===== config.mk =====
export PLATFORM = sky130hd
export DESIGN_NAME = fbdiv_top
export DESIGN_NICKNAME = d
export VERILOG_FILES = /design/src/rtl/fbdiv_pkg.sv /design/src/rtl/fbdiv_ctrl.sv /design/src/rtl/fbdiv_dp.sv /design/src/rtl/fbdiv_top.sv
export SDC_FILE = /design/constraint.sdc
export NUM_CORES = 1
export LEC_CHECK = 0
export BUFFER_PORTS_ARGS = -buffer_cell sky130_fd_sc_hd__buf_2
export CORE_MARGIN = 5
export CORE_UTILIZATION = 45
export CTS_CLUSTER_SIZE = 40
export DETAILED_ROUTE_END_ITERATION = 10
export GPL_TIMING_DRIVEN = 1
export PLACE_DENSITY = 0.65
export SLEW_MARGIN = 20
export SYNTH_ARGS = -nofsm -noshare
export SYNTH_HDL_FRONTEND = slang
export SYNTH_SLANG_ARGS = --single-unit

===== constraint.sdc =====
create_clock -name clkIn -period 7.9 [get_ports clkIn]
set_input_delay 1.58 -clock clkIn [delete_from_list [all_inputs] [get_ports clkIn]]
set_output_delay 1.58 -clock clkIn [all_outputs]
set_load 0.01 [all_outputs]

===== src/rtl/fbdiv_pkg.sv =====
package fbdiv_pkg;
  typedef enum logic {
    MODE_DIRECT   = 1'b0,
    MODE_PRESCALE = 1'b1
  } divMode_e;

  typedef struct packed {
    logic advance;
    logic load;
  } divStrobe_t;
endpackage


===== src/rtl/fbdiv_ctrl.sv =====
module fbdiv_ctrl
  import fbdiv_pkg::*;
#(
  parameter int DIV_W     = 16,
  parameter int MIN_PRE   = 272,
  parameter int MIN_DIR   = 4,
  parameter int MAX_DIV   = 65535,
  parameter int RESET_DIV = 272
) (
  input  logic             clk,
  input  logic             rstN,
  input  logic [DIV_W-1:0] divIn,
  input  logic             modeSel,
  input  logic             cntZero,
  output divStrobe_t       strb,
  output logic [DIV_W-1:0] loadVal,
  output logic             rangeErr
);
  localparam logic [DIV_W-1:0] MinPre   = DIV_W'(MIN_PRE);
  localparam logic [DIV_W-1:0] MinDir   = DIV_W'(MIN_DIR);
  localparam logic [DIV_W-1:0] MaxDiv   = DIV_W'(MAX_DIV);
  localparam logic [DIV_W-1:0] ResetDiv = DIV_W'(RESET_DIV);
  localparam bit FullTop = (MAX_DIV >= (2 ** DIV_W) - 1);

  logic [DIV_W-1:0] minSel, clampDiv, shadowDiv;
  logic             tooLow, tooHigh;
  divMode_e         shadowMode, actMode;
  logic             prePhase;

  assign minSel = modeSel ? MinPre : MinDir;
  assign tooLow = divIn < minSel;

  generate
    if (FullTop) begin : g_noHigh
      assign tooHigh = 1'b0;
    end else begin : g_high
      assign tooHigh = divIn > MaxDiv;
    end
  endgenerate

  always_comb begin
    clampDiv = divIn;
    if (tooLow)       clampDiv = minSel;
    else if (tooHigh) clampDiv = MaxDiv;
  end

  // shadow stage: sampled every cycle, consumed only at a boundary
  always_ff @(posedge clk) begin
    if (!rstN) begin
      shadowDiv  <= ResetDiv;
      shadowMode <= MODE_PRESCALE;
      rangeErr   <= 1'b0;
    end else begin
      shadowDiv  <= clampDiv;
      shadowMode <= divMode_e'(modeSel);
      rangeErr   <= tooLow | tooHigh;
    end
  end

  always_comb begin
    strb.advance = (actMode == MODE_PRESCALE) ? prePhase : 1'b1;
    strb.load    = strb.advance & cntZero;
  end

  always_ff @(posedge clk) begin
    if (!rstN) begin
      actMode  <= MODE_PRESCALE;
      prePhase <= 1'b0;
    end else begin
      if (strb.load) actMode <= shadowMode;
      if (strb.load || actMode == MODE_DIRECT) prePhase <= 1'b0;
      else prePhase <= ~prePhase;
    end
  end

  assign loadVal = shadowDiv - 1'b1;

  // active mode only changes on a division boundary
  p_mode_boundary_r7: assert property (@(posedge clk) disable iff (!rstN)
    !strb.load |=> $stable(actMode));
  // the prescaled path advances at most every other cycle
  p_prescale_alt_r1: assert property (@(posedge clk) disable iff (!rstN)
    (actMode == MODE_PRESCALE && strb.advance && !strb.load) |=> !strb.advance);
endmodule


===== src/rtl/fbdiv_dp.sv =====
module fbdiv_dp
  import fbdiv_pkg::*;
#(
  parameter int DIV_W     = 16,
  parameter int MAX_DIV   = 65535,
  parameter int RESET_DIV = 272
) (
  input  logic             clk,
  input  logic             rstN,
  input  divStrobe_t       strb,
  input  logic [DIV_W-1:0] loadVal,
  output logic             cntZero,
  output logic             pulseOut
);
  localparam logic [DIV_W-1:0] ResetCnt = DIV_W'(RESET_DIV - 1);
  localparam logic [DIV_W-1:0] TopCnt   = DIV_W'(MAX_DIV - 1);

  logic [DIV_W-1:0] cnt;

  always_ff @(posedge clk) begin
    if (!rstN) begin
      cnt      <= ResetCnt;
      pulseOut <= 1'b0;
    end else begin
      if (strb.load)         cnt <= loadVal;
      else if (strb.advance) cnt <= cnt - 1'b1;
      pulseOut <= strb.load;
    end
  end

  assign cntZero = (cnt == '0);

  // a pulse never lasts two cycles
  p_pulse_single_r3: assert property (@(posedge clk) disable iff (!rstN)
    pulseOut |=> !pulseOut);
  // outside a boundary the count only steps down by one
  p_no_midload_r7: assert property (@(posedge clk) disable iff (!rstN)
    (strb.advance && !strb.load) |=> cnt == $past(cnt) - 1'b1);
  // the count never exceeds the largest legal divisor
  p_cnt_bound_r6: assert property (@(posedge clk) disable iff (!rstN)
    cnt <= TopCnt);
endmodule


===== src/rtl/fbdiv_top.sv =====
module fbdiv_top
  import fbdiv_pkg::*;
#(
  parameter int DIV_W     = 16,
  parameter int MIN_PRE   = 272,
  parameter int MIN_DIR   = 4,
  parameter int MAX_DIV   = 65535,
  parameter int RESET_DIV = 272
) (
  input  logic             clkIn,
  input  logic             rstN,
  input  logic [DIV_W-1:0] divIn,
  input  logic             modeSel,
  output logic             pulseOut,
  output logic             rangeErr
);
  divStrobe_t       strb;
  logic [DIV_W-1:0] loadVal;
  logic             cntZero;

  fbdiv_ctrl #(
    .DIV_W(DIV_W), .MIN_PRE(MIN_PRE), .MIN_DIR(MIN_DIR),
    .MAX_DIV(MAX_DIV), .RESET_DIV(RESET_DIV)
  ) ctrl_i (
    .clk(clkIn), .rstN(rstN), .divIn(divIn), .modeSel(modeSel),
    .cntZero(cntZero), .strb(strb), .loadVal(loadVal), .rangeErr(rangeErr)
  );

  fbdiv_dp #(
    .DIV_W(DIV_W), .MAX_DIV(MAX_DIV), .RESET_DIV(RESET_DIV)
  ) dp_i (
    .clk(clkIn), .rstN(rstN), .strb(strb), .loadVal(loadVal),
    .cntZero(cntZero), .pulseOut(pulseOut)
  );
endmodule


**Word level (Yosys, flattened, before mapping)**

Cells that the tools add are included.

- Flip-flop bits (word level): 37
- Output and inout bits: 2
- Input port bits: 19
- Logic and storage cells: 23

- Muxes and demuxes: 5
- Bitwise logic cells: 4
- Reductions and logical operators: 4
- Add/subtract/negate cells: 2
- Magnitude comparators: 1

Operator list:

| kind | number |
|---|---|
| $mux W16 | 3 |
| $sub A16 B1 Y16 const B | 2 |
| $logic_not A16 Y1 | 1 |
| $lt A16 B16 Y1 | 1 |
| $mux W9 | 1 |
| $not A1 Y1 | 3 |
| $reduce_bool A2 Y1 | 1 |
| $reduce_or A2 Y1 | 1 |
| $and A1 B1 Y1 | 1 |
| $logic_or A1 B1 Y1 | 1 |
| $mux W1 | 1 |

**Longest topological paths before layout**

Gate-level depths: netlist of run 1.

- Depth after elaboration: 4
- Gate-level depth with buffers: 12
- Depth with buffers taken out: 10

**Modules after synthesis**

From an unflattened synthesis of run 1, not the netlist that was laid out.

- Cell total of the unflattened synthesis: 198
- Area total of the unflattened synthesis: 1771.7 µm²

Modules (own cells, without submodules):

| module | seq. area each (µm²) | area each (µm²) | times used | cells an instance |
|---|---|---|---|---|
| fbdiv_ctrl | 400.4 | 914.6 | 1 | 98 |
| fbdiv_dp | 340.3 | 857.1 | 1 | 100 |

**Least setup slack after synthesis of run 1**

No wires, ideal clock.

- Path type: in2reg
- Start: input port modeSel
- End: register ctrl_i.shadowDiv[0]
- Setup slack: 4.900 ns
- Arrival: 2.885 ns
- Cell stages on the path: 7
- Setup time: 0.115 ns
- Buffers on the path: 1
- Required time: 7.785 ns
- Path through: inv_1 ha_1 or4_1 o21ai_0 nand3_1 clkbuf_1 and3_1

- Longest elaborated chain between the ends: 3

RTL lines:

| element | RTL line | RTL |
|---|---|---|
| start: declaration | fbdiv_top.sv:13 | `input logic modeSel,` |
| $mux W9 | fbdiv_ctrl.sv:30 | `assign minSel = modeSel ? MinPre : MinDir;` |
| $lt A16 B16 Y1 | fbdiv_ctrl.sv:31 | `assign tooLow = divIn < minSel;` |
| $mux W16 | fbdiv_ctrl.sv:43 | `if (tooLow) clampDiv = minSel;` |
| end signal: assignment | fbdiv_ctrl.sv:50 | `shadowDiv <= ResetDiv;` |
| end signal: assignment | fbdiv_ctrl.sv:54 | `shadowDiv <= clampDiv;` |
| end: declaration | fbdiv_ctrl.sv:25 | `logic [DIV_W-1:0] minSel, clampDiv, shadowDiv;` |

No other way between the ends.
A chain may end at the register's enable or synchronous reset.

**Final worst setup path of run 1**

- Start: input port modeSel
- End: register ctrl_i.shadowDiv[2]

- Longest elaborated chain between the ends: 3

RTL lines:

| element | RTL line |
|---|---|
| $mux W9 * | fbdiv_ctrl.sv:30 |
| $lt A16 B16 Y1 | fbdiv_ctrl.sv:31 |
| $mux W16 * | fbdiv_ctrl.sv:43 |

Every way passes the cells marked *; elsewhere a longest branch is shown, timed or not.

==> results of run 1 <==
==> kinds of logic (layout without fill, tap and decap cells) <==
group	after synthesis	count (layout)
adder cells (fa/ha/maj)	3	3
flip-flops	37	37
AO/OA/AOI/OAI	74	74
AND/OR/NAND/NOR	96	96
buffers and inverters	16	32
==> area by class of cell <==
cell class	count	area (sq um)	area share
Clock buffer	5	68.8	0.0322
Clock inverter	3	46.3	0.0217
Inverter	4	15.0	0.00703
Multi-Input combinational cell	173	1100	0.516
Sequential cell	37	741	0.347
Tap cell	50	62.6	0.0293
Timing Repair Buffer	20	100	0.0469
==> critical path: cells and delay by family <==
kind / cells / cell delay (ps)
AOI/OAI and AO/OA: 3 / 620
and+or+nand+nor: 2 / 760
adders and majority gates: 1 / 170
buffers and inverters: 2 / 160
==> power by group <==
part           internal [mW]  switching, mW  total, mW
Clock                 0.0945         0.0730      0.167
Combinational         0.0109         0.0153     0.0262
Sequential             0.192        0.00575      0.198
Total                  0.298         0.0940      0.392
==> cells in the final DEF, fill, tap and decap left out, types with 2 or more instances in the layout <==
cell type   n
dfxtp_1    37
nand2_1    20
buf_2      20
nor2_1     14
nand3_1    13
o21ai_0    13
a21oi_1    12
nor3_1     10
a31oi_1     8
and3_1      8
and2_1      8
a211oi_1    6
or3_1       5
nor4_1      5
clkbuf_8    5
o31ai_1     4
a2111o_1    4
inv_1       3
o31a_1      3
o21ai_1     3
o211ai_1    3
a211o_1     3
ha_1        3
nor4_2      2
o41ai_1     2
a21o_1      2
nand4_1     2
o2111ai_1   2
==> per-stage QoR <==
stage	cell area [sq um]	util
4_1_cts	2140	0.526
6_report	2140	0.526
3_3_place_gp	2020	0.498
5_1_grt	2140	0.526
3_5_place_dp	2020	0.498
2_1_floorplan	1920	-
==> flip-flops by register name (all words and copies together) (netlist names) <==
name / cells
ctrl_i.shadowDiv: 16
dp_i.cnt: 16
ctrl_i.actMode: 1
ctrl_i.prePhase: 1
ctrl_i.rangeErr: 1
ctrl_i.shadowMode: 1
dp_i.pulseOut: 1
==> final timing paths <==
path	startpoint	to	slack [ps]
min reg2reg	ctrl_i.actMode$_SDFFE_PN1N_	ctrl_i.actMode$_SDFFE_PN1N_	490
min	ctrl_i.actMode$_SDFFE_PN1N_	ctrl_i.actMode$_SDFFE_PN1N_	490
max reg2reg	ctrl_i.prePhase$_SDFF_PP0_	dp_i.cnt[12]$_SDFFE_PN0P_	4800
max	modeSel	ctrl_i.shadowDiv[2]$_SDFF_PN0_	4780
==> metal layers <==
metal	wire length (um)	global-route usage	vias up
li1	-	-	899
met1	2240	0.258	831
met2	2110	0.281	57
met3	235	0.0317	13
met4	137	0.0971	0
met5	0	0	-
==> out/qor.yml, run 1 <==
status: "complete, no violations"
final_max_slew_viol_count: 0
drt_wl_total_um: 4730
maxCapViolations: 0
cp_common_cell: "o21ai_0"
critPathKind: "input port to register"
synth_enable_flop_cells: 0
portBuffers: 20
core_sq_um: 4060
synth_area_leaders: "dfxtp_1 39%, nand2_1 3.9%, nand3_1 3.4%, o21ai_0 3.4%, a21oi_1 3.1%"
synth.distinct_cells: 49
grt_pass1_vias: 1680
cp-end-kind: "register"
synth_top_area_cell: "dfxtp_1"
wl_per_cell_um: 16.2
synth_top_family_by_area: "compound AO/OA/AOI/OAI gates"
drtPass1Iterations: 4
cts_buffer_depth: 2
yosys.area_share.xor_xnor: 0
die_w_um: 75.3
finalSetupTns_ps: 0
final_nets: 263
drc: 0
io_pins: 21
final.min_clock_period_ps: 3120
num_rows: 23
crit_fanout: 11
post-place-cells: 284
clock-sinks: 37
r2r_cells: 10
hold_ws_ps: 492
fillerInstances: 373
antenna_cells: 0
synthesis.area_sq_um: 1920
synth-seq-cells: 37
hold_viol_final: 0
place_ws_ps: 4440
numCtsBuffers: 5
clk_pin_slew_ps: 80
slowest_stage: "or4_1"
yosysTopAreaCellShare: 0.386
grt_max_degree: 34
die-area_sq_um: 5670
antenna_found_initial: 0
dp_hpwl_um: 3370
postCtsResizedCells: 0
synth_commonest_cells: "37 x dfxtp_1, 20 x nand2_1, 14 x nor2_1, 13 x nand3_1, 13 x o21ai_0"
cts_tree: "yes"
drive_gt1_frac: 0.169
rsz0062_at_grt: "false"
initial_core_util: 0.473
die_h_um: 75.3
powerDensity_nw_per_um2: 183
syn-num-nets: 248
route.vias.total: 1800
synth_area_per_cell_sq_um: 8.49
fmax_mhz: 320
clkLatencyLatePin_ps: 300
grt_pass1_wl_um: 8050
cp-start-kind: "input port"
setup_viol: 0
required_ps: 8070
instances_no_fill: 292
min_path_cells: 2
p_leak_nw: 0.764
cp.arrival_ps: 3290
finalCritPeriodShare: 0.395
synth-simple-area-share: 0.276
ir_drop_uv: 122
tightest_slew_ps: 1080
worst_slack_ps: 4780
area_growth_pct: 11.3
maxSlewHeadroom: 0.273
async_flop_share: 0
htreeDepth: 2
clock-skew-final_ps: 4.71
postCtsSetupBuffers: 0
synth_adder_area_share: 0.0196
netlist_instances: 226
gp_congestion: 0.809
power.total_uw: 392
overflow: 0
cp_slowest_stage_delay_ps: 510
muxShareOfSynthArea: 0
via_per_inst: 6.16
drtIter0Drc: 116
ctsHoldBuffers: 0
synth_compound_area_frac: 0.278
hold_path.class: "register to register"
grt_use_total: 0.187
ys_seq_area_frac: 0.386
crit_chain: "buf_2, inv_1, ha_1, or4_1, o21ai_0, nand3_1, o21ai_0, a21oi_1"
clock-root-buffer: "clkbuf_8"
yosysMostFrequentCell: "dfxtp_1"
yosys_warnings: 0
synth_ff_type: "dfxtp_1"
ant_nets: 0
(Power assumes the default switching activity.)
==> run 2: changes to the inputs <==
PLACE_DENSITY = 0.67   (was 0.65)
clock period = 2.8 ns   (was 7.9 ns; I/O delays follow)
==> run 2 against run 1 <==
Utilization up 2.5 points. Global-route usage about the same. Final area grew 4.7%. Largest cell class unchanged. Highest routed layer unchanged.
==> out/qor.yml, run 2 (synthesized netlist as in run 1, its figures left out) <==
status: "complete, no violations"
ctsHoldBuffers: 0  # unchanged
cts_tree: "yes"
drtIter0Drc: 157  # +35%
fillerInstances: 362  # -2.9%
cp-start-kind: "register"
drc: 0  # unchanged
clock-root-buffer: "clkbuf_8"
die_w_um: 75.3  # unchanged
grt_pass1_vias: 1707  # +1.6%
num_rows: 23  # unchanged
ir_drop_uv: 239  # +96%
htreeDepth: 2  # unchanged
tightest_slew_ps: 692  # -389 ps
final_max_slew_viol_count: 0  # unchanged
stdcell_area_sq_um: 2240  # +4.7%
finalCritPeriodShare: 0.955
finalSetupTns_ps: 0  # unchanged
fmax_mhz: 374
grt_use_total: 0.187  # about the same
ant_nets: 0  # unchanged
die-area_sq_um: 5670  # unchanged
multi_input_area_sq_um: 1110  # +0.45%
antenna_found_initial: 0  # unchanged
power.total_mw: 1.10  # +180%
gp_congestion: 0.889  # +9.9%
post-place-cells: 297  # +4.6%
clk_pin_slew_ps: 80  # about the same
clock-skew-final_ps: 11.0  # +6.28 ps
p_leak_nw: 0.834  # +9.1%
area_growth_pct: 16.5
drtPass1Iterations: 4  # unchanged
instances_no_fill: 305  # +4.5%
place_ws_ps: 199  # -4240 ps
core_sq_um: 4060  # unchanged
route.vias.total: 1917  # +6.5%
dp_hpwl_um: 3540  # +5.3%
final_common_cell: "dfxtp_1"
powerDensity_nw_per_um2: 494  # +170%
final.min_clock_period_ps: 2670
cts_buffer_depth: 2  # unchanged
portBuffers: 20  # unchanged
clock-sinks: 37  # unchanged
required_ps: 3030  # -5040 ps
grt_pass1_wl_um: 7980  # -0.94%
cp-end-kind: "register"
setup_viol: 0  # unchanged
io_pins: 21  # unchanged
hold_path.class: "input port to register"
die_h_um: 75.3  # unchanged
top_regs: "ctrl_i.shadowDiv (16), dp_i.cnt (16)"
initial_core_util: 0.473  # unchanged
worst_slack_ps: 126  # -4650 ps
maxCapViolations: 0  # unchanged
critPathKind: "register to register"
crit_fanout: 6  # -5
maxSlewHeadroom: 0.536  # +0.263
clkLatencyLatePin_ps: 300  # about the same
hold_ws_ps: 472  # -19.5 ps
placed_cell_area_sq_um: 2120  # +4.8%
drive_gt1_frac: 0.216  # +0.0463
cp.arrival_ps: 2900  # -390 ps
hold_viol_final: 0  # unchanged
final_core_util: 0.551  # +0.0247
antenna_cells: 0  # unchanged
via_per_inst: 6.29  # +2.0%
seqCellArea_sq_um: 741  # unchanged
wl_per_cell_um: 16.3  # +0.98%
numCtsBuffers: 5  # unchanged
final_cell_mix: "37 x dfxtp_1, 20 x nand2_1, 20 x buf_2"
drt_wl_total_um: 4990  # +5.5%
grt_max_degree: 33  # -2.9%
overflow: 0  # unchanged
final_nets: 276  # +4.9%
run 2: worst max-delay path: stages, from the launching register on:
cell	delay [ps]
dfxtp_1	400
or3_4	180
or4_4	180
nor2_4	60
a21oi_1	200
ha_1	310
nand3_1	140
a211oi_2	300
nand4_1	250
a2111o_1	440
a31oi_1	150
run 2: repair_timing:
| item | CTS | global route |
|---|---|---|
| endpoints found under the setup margin | 0 | 1 |
| buffers inserted | 0 | 0 |
| hold endpoints to repair | 0 | 0 |
| resized for setup | 0 | 1 |
run 2: layer usage:
layer	track usage	vias up	share of wire
met3	0.0277	19	0.076
li1	-	924	-
met4	0.0913	0	0.031
met1	0.244	885	0.44
met5	0	-	0
met2	0.302	89	0.45
run 2: area by class of cell:
cell class / count / share of cell area
inverters: 4 / 0.00672
clock buffers: 5 / 0.0308
well taps: 50 / 0.0280
multi-input cells: 173 / 0.495
repair buffers: 33 / 0.0884
clock inverters: 3 / 0.0196
flip-flops and latches: 37 / 0.331
run 2: worst paths after layout:
path / cells after the start / slack [ps] / start / endpoint
worst max-delay path: 10 / 130 / dp_i.cnt[6]$_SDFFE_PN0P_ / dp_i.cnt[12]$_SDFFE_PN0P_
worst min register to register: 2 / 490 / ctrl_i.actMode$_SDFFE_PN1N_ / ctrl_i.actMode$_SDFFE_PN1N_
worst max register to register: 10 / 130 / dp_i.cnt[6]$_SDFFE_PN0P_ / dp_i.cnt[12]$_SDFFE_PN0P_
worst min-delay path: 2 / 470 / divIn[14] / ctrl_i.shadowDiv[14]$_SDFF_PN0_
run 2: where the power goes:
part	leakage, nW	internal, mW	switching (mW)
combinational	0.471	0.0339	0.0435
clock	0.0585	0.267	0.201
sequential	0.304	0.542	0.0168
==> run 3: changes to the inputs <==
RECOVER_POWER = 100   (was default)
==> run 3 against run 2 <==
Count of clock-buffer cells in the layout unchanged. Utilization decreased by 0.93 points. Setup slack improved by 47 ps. Register-to-register slack improved by 50 ps. Non-clock buffer count unchanged. Clock power about the same. Critical endpoint is now dp_i.cnt[14]$_SDFFE_PN0P_. Sequential share of layout area increased by 0.57 points. Global-route usage unchanged. Wire length decreased by 1.5%. Via count decreased by 1.3%. Critical path type unchanged. Clock skew increased by 0.79 ps. First-iteration DRC count decreased by 11%.
==> out/qor.yml, run 3 (synthesized netlist as in run 1, its figures left out) <==
p_clk_frac: 0.423  # about the same
wl_per_cell_um: 16.1  # -1.5%
die_w_um: 75.3  # unchanged
seqCellArea_sq_um: 741  # unchanged
finalCritPeriodShare: 0.938  # -0.0169
critPathKind: "register to register"
clock-skew-final_ps: 11.8  # +0.792 ps
final.min_clock_period_ps: 2630  # -47.4 ps
cts_tree: "yes"
via_per_inst: 6.21  # -1.3%
route.vias.total: 1893  # -1.3%
final_common_cell: "dfxtp_1"
cp_common_cell: "nand3_1"
die-area_sq_um: 5670  # unchanged
maxCapViolations: 0  # unchanged
rsz0062_at_grt: "false"
antenna_cells: 0  # unchanged
ant_nets: 0  # unchanged
fmax_mhz: 381  # +1.8%
core_sq_um: 4060  # unchanged
crit_chain: "or3_4, or4_4, nor2_4, a21oi_1, ha_1, nand3_1, a211oi_2, nand4_1, o2111ai_1, nand3_1"
p_int_uw: 842  # -0.11%
gp_congestion: 0.889  # unchanged
status: "complete, no violations"
hold_path.class: "input port to register"
initial_core_util: 0.473  # unchanged
multi_input_area_sq_um: 1080  # -2.0%
finalSetupTns_ps: 0  # unchanged
slowest_stage: "or4_4"
clk_pin_slew_ps: 80  # about the same
dp_hpwl_um: 3540  # unchanged
pwr-share-comb: 0.069  # about the same
final_nets: 276  # unchanged
fillerInstances: 375  # +3.6%
cp-end-kind: "register"
hold_viol_final: 0  # unchanged
htreeDepth: 2  # unchanged
clock-sinks: 37  # unchanged
p_leak_nw: 0.809  # -2.9%
portBuffers: 20  # unchanged
grt_pass1_wl_um: 7980  # unchanged
postCtsSetupBuffers: 0  # unchanged
top_regs: "ctrl_i.shadowDiv (16), dp_i.cnt (16)"
ctsHoldBuffers: 0  # unchanged
grt_pass1_vias: 1707  # unchanged
num_rows: 23  # unchanged
postCtsResizedCells: 0  # unchanged
drt_wl_total_um: 4910  # -1.5%
ir_drop_uv: 238  # -0.40%
numCtsBuffers: 5  # unchanged
drc: 0  # unchanged
setup_viol: 0  # unchanged
cp-start-kind: "register"
drive_gt1_frac: 0.184  # -0.0314
final_max_slew_viol_count: 0  # unchanged
overflow: 0  # unchanged
cts_buffer_depth: 2  # unchanged
crit_fanout: 6  # unchanged
clkLatencyLatePin_ps: 290  # about the same
die_h_um: 75.3  # unchanged
grt_max_degree: 33  # unchanged
cp.arrival_ps: 2860  # -40 ps
antenna_found_initial: 0  # unchanged
io_pins: 21  # unchanged
required_ps: 3040  # about the same
crit_buf_inv: 0  # unchanged
drtPass1Iterations: 4  # unchanged
final_core_util: 0.542  # -0.00925
final_cell_mix: "37 x dfxtp_1, 20 x nand2_1, 17 x buf_2"
tightest_slew_ps: 1160  # +472 ps
maxSlewHeadroom: 0.224  # -0.313
powerDensity_nw_per_um2: 500  # +1.3%
clock-root-buffer: "clkbuf_8"
area_growth_pct: 14.5
pwr-share-seq: 0.508  # +0.002
grt_use_total: 0.187  # unchanged
drtIter0Drc: 139  # -11%
switching_share: 0.235  # -0.00216
cp_slowest_stage_delay_ps: 580  # +140 ps
cpLargestDelayFamily: "simple AND/OR/NAND/NOR gates"
p_sw_uw: 258  # -1.3%
run 3: changes by cell type in the layout (fill, tap and decap cells not counted), sizes merged:
cell | before | now
buf | 33 | 27
clkbuf | 5 | 11
run 3: cell type report:
type / count / share of cell area
clock inverter: 3 / 0.0199
clock buffer: 5 / 0.0313
tap: 50 / 0.0285
inverter: 4 / 0.00683
multi-input combinational: 173 / 0.493
timing repair buffer: 33 / 0.0831
sequential: 37 / 0.337
run 3: layer usage:
layer,GRT usage,routed length [um],vias to the layer above,part of all wire
li1,-,-,927,-
met2,0.302,2190,94,0.45
met3,0.0277,370,17,0.075
met5,0,0,-,0
met1,0.244,2160,855,0.44
met4,0.0913,195,0,0.040
run 3: worst paths after layout:
path | endpoint | slack (ps) | startpoint | depth (start not counted)
max | dp_i.cnt[14]$_SDFFE_PN0P_ | 170 | dp_i.cnt[6]$_SDFFE_PN0P_ | 10
max reg2reg | dp_i.cnt[14]$_SDFFE_PN0P_ | 170 | dp_i.cnt[6]$_SDFFE_PN0P_ | 10
min | ctrl_i.shadowDiv[14]$_SDFF_PN0_ | 480 | divIn[14] | 2
min reg2reg | ctrl_i.actMode$_SDFFE_PN1N_ | 490 | ctrl_i.shadowMode$_SDFF_PN1_ | 2
run 3: stage by stage:
stage          power, mW  cell area, sq um  setup slack, ps  hold slack (ps)  instances
6_report            1.10              2200              174              476        305
5_1_grt             1.14              2200             1.73              472        305
4_1_cts             1.11              2230              140              471        305
3_5_place_dp       0.647              2120              199              485        297
3_3_place_gp       0.647              2120              261              473        297
2_1_floorplan      0.613              1920             70.5              417        226
run 3: power by group through the flow:
| stage | combinational (mW) | sequential [mW] | clock (mW) |
|---|---|---|---|
| after global routing | 0.0855 | 0.561 | 0.495 |
| after CTS | 0.0773 | 0.558 | 0.472 |
| after detailed placement | 0.0768 | 0.570 | 0 |
| after global placement | 0.0763 | 0.571 | 0 |
| final | 0.0754 | 0.559 | 0.466 |
| after floorplan | 0.0486 | 0.564 | 0 |
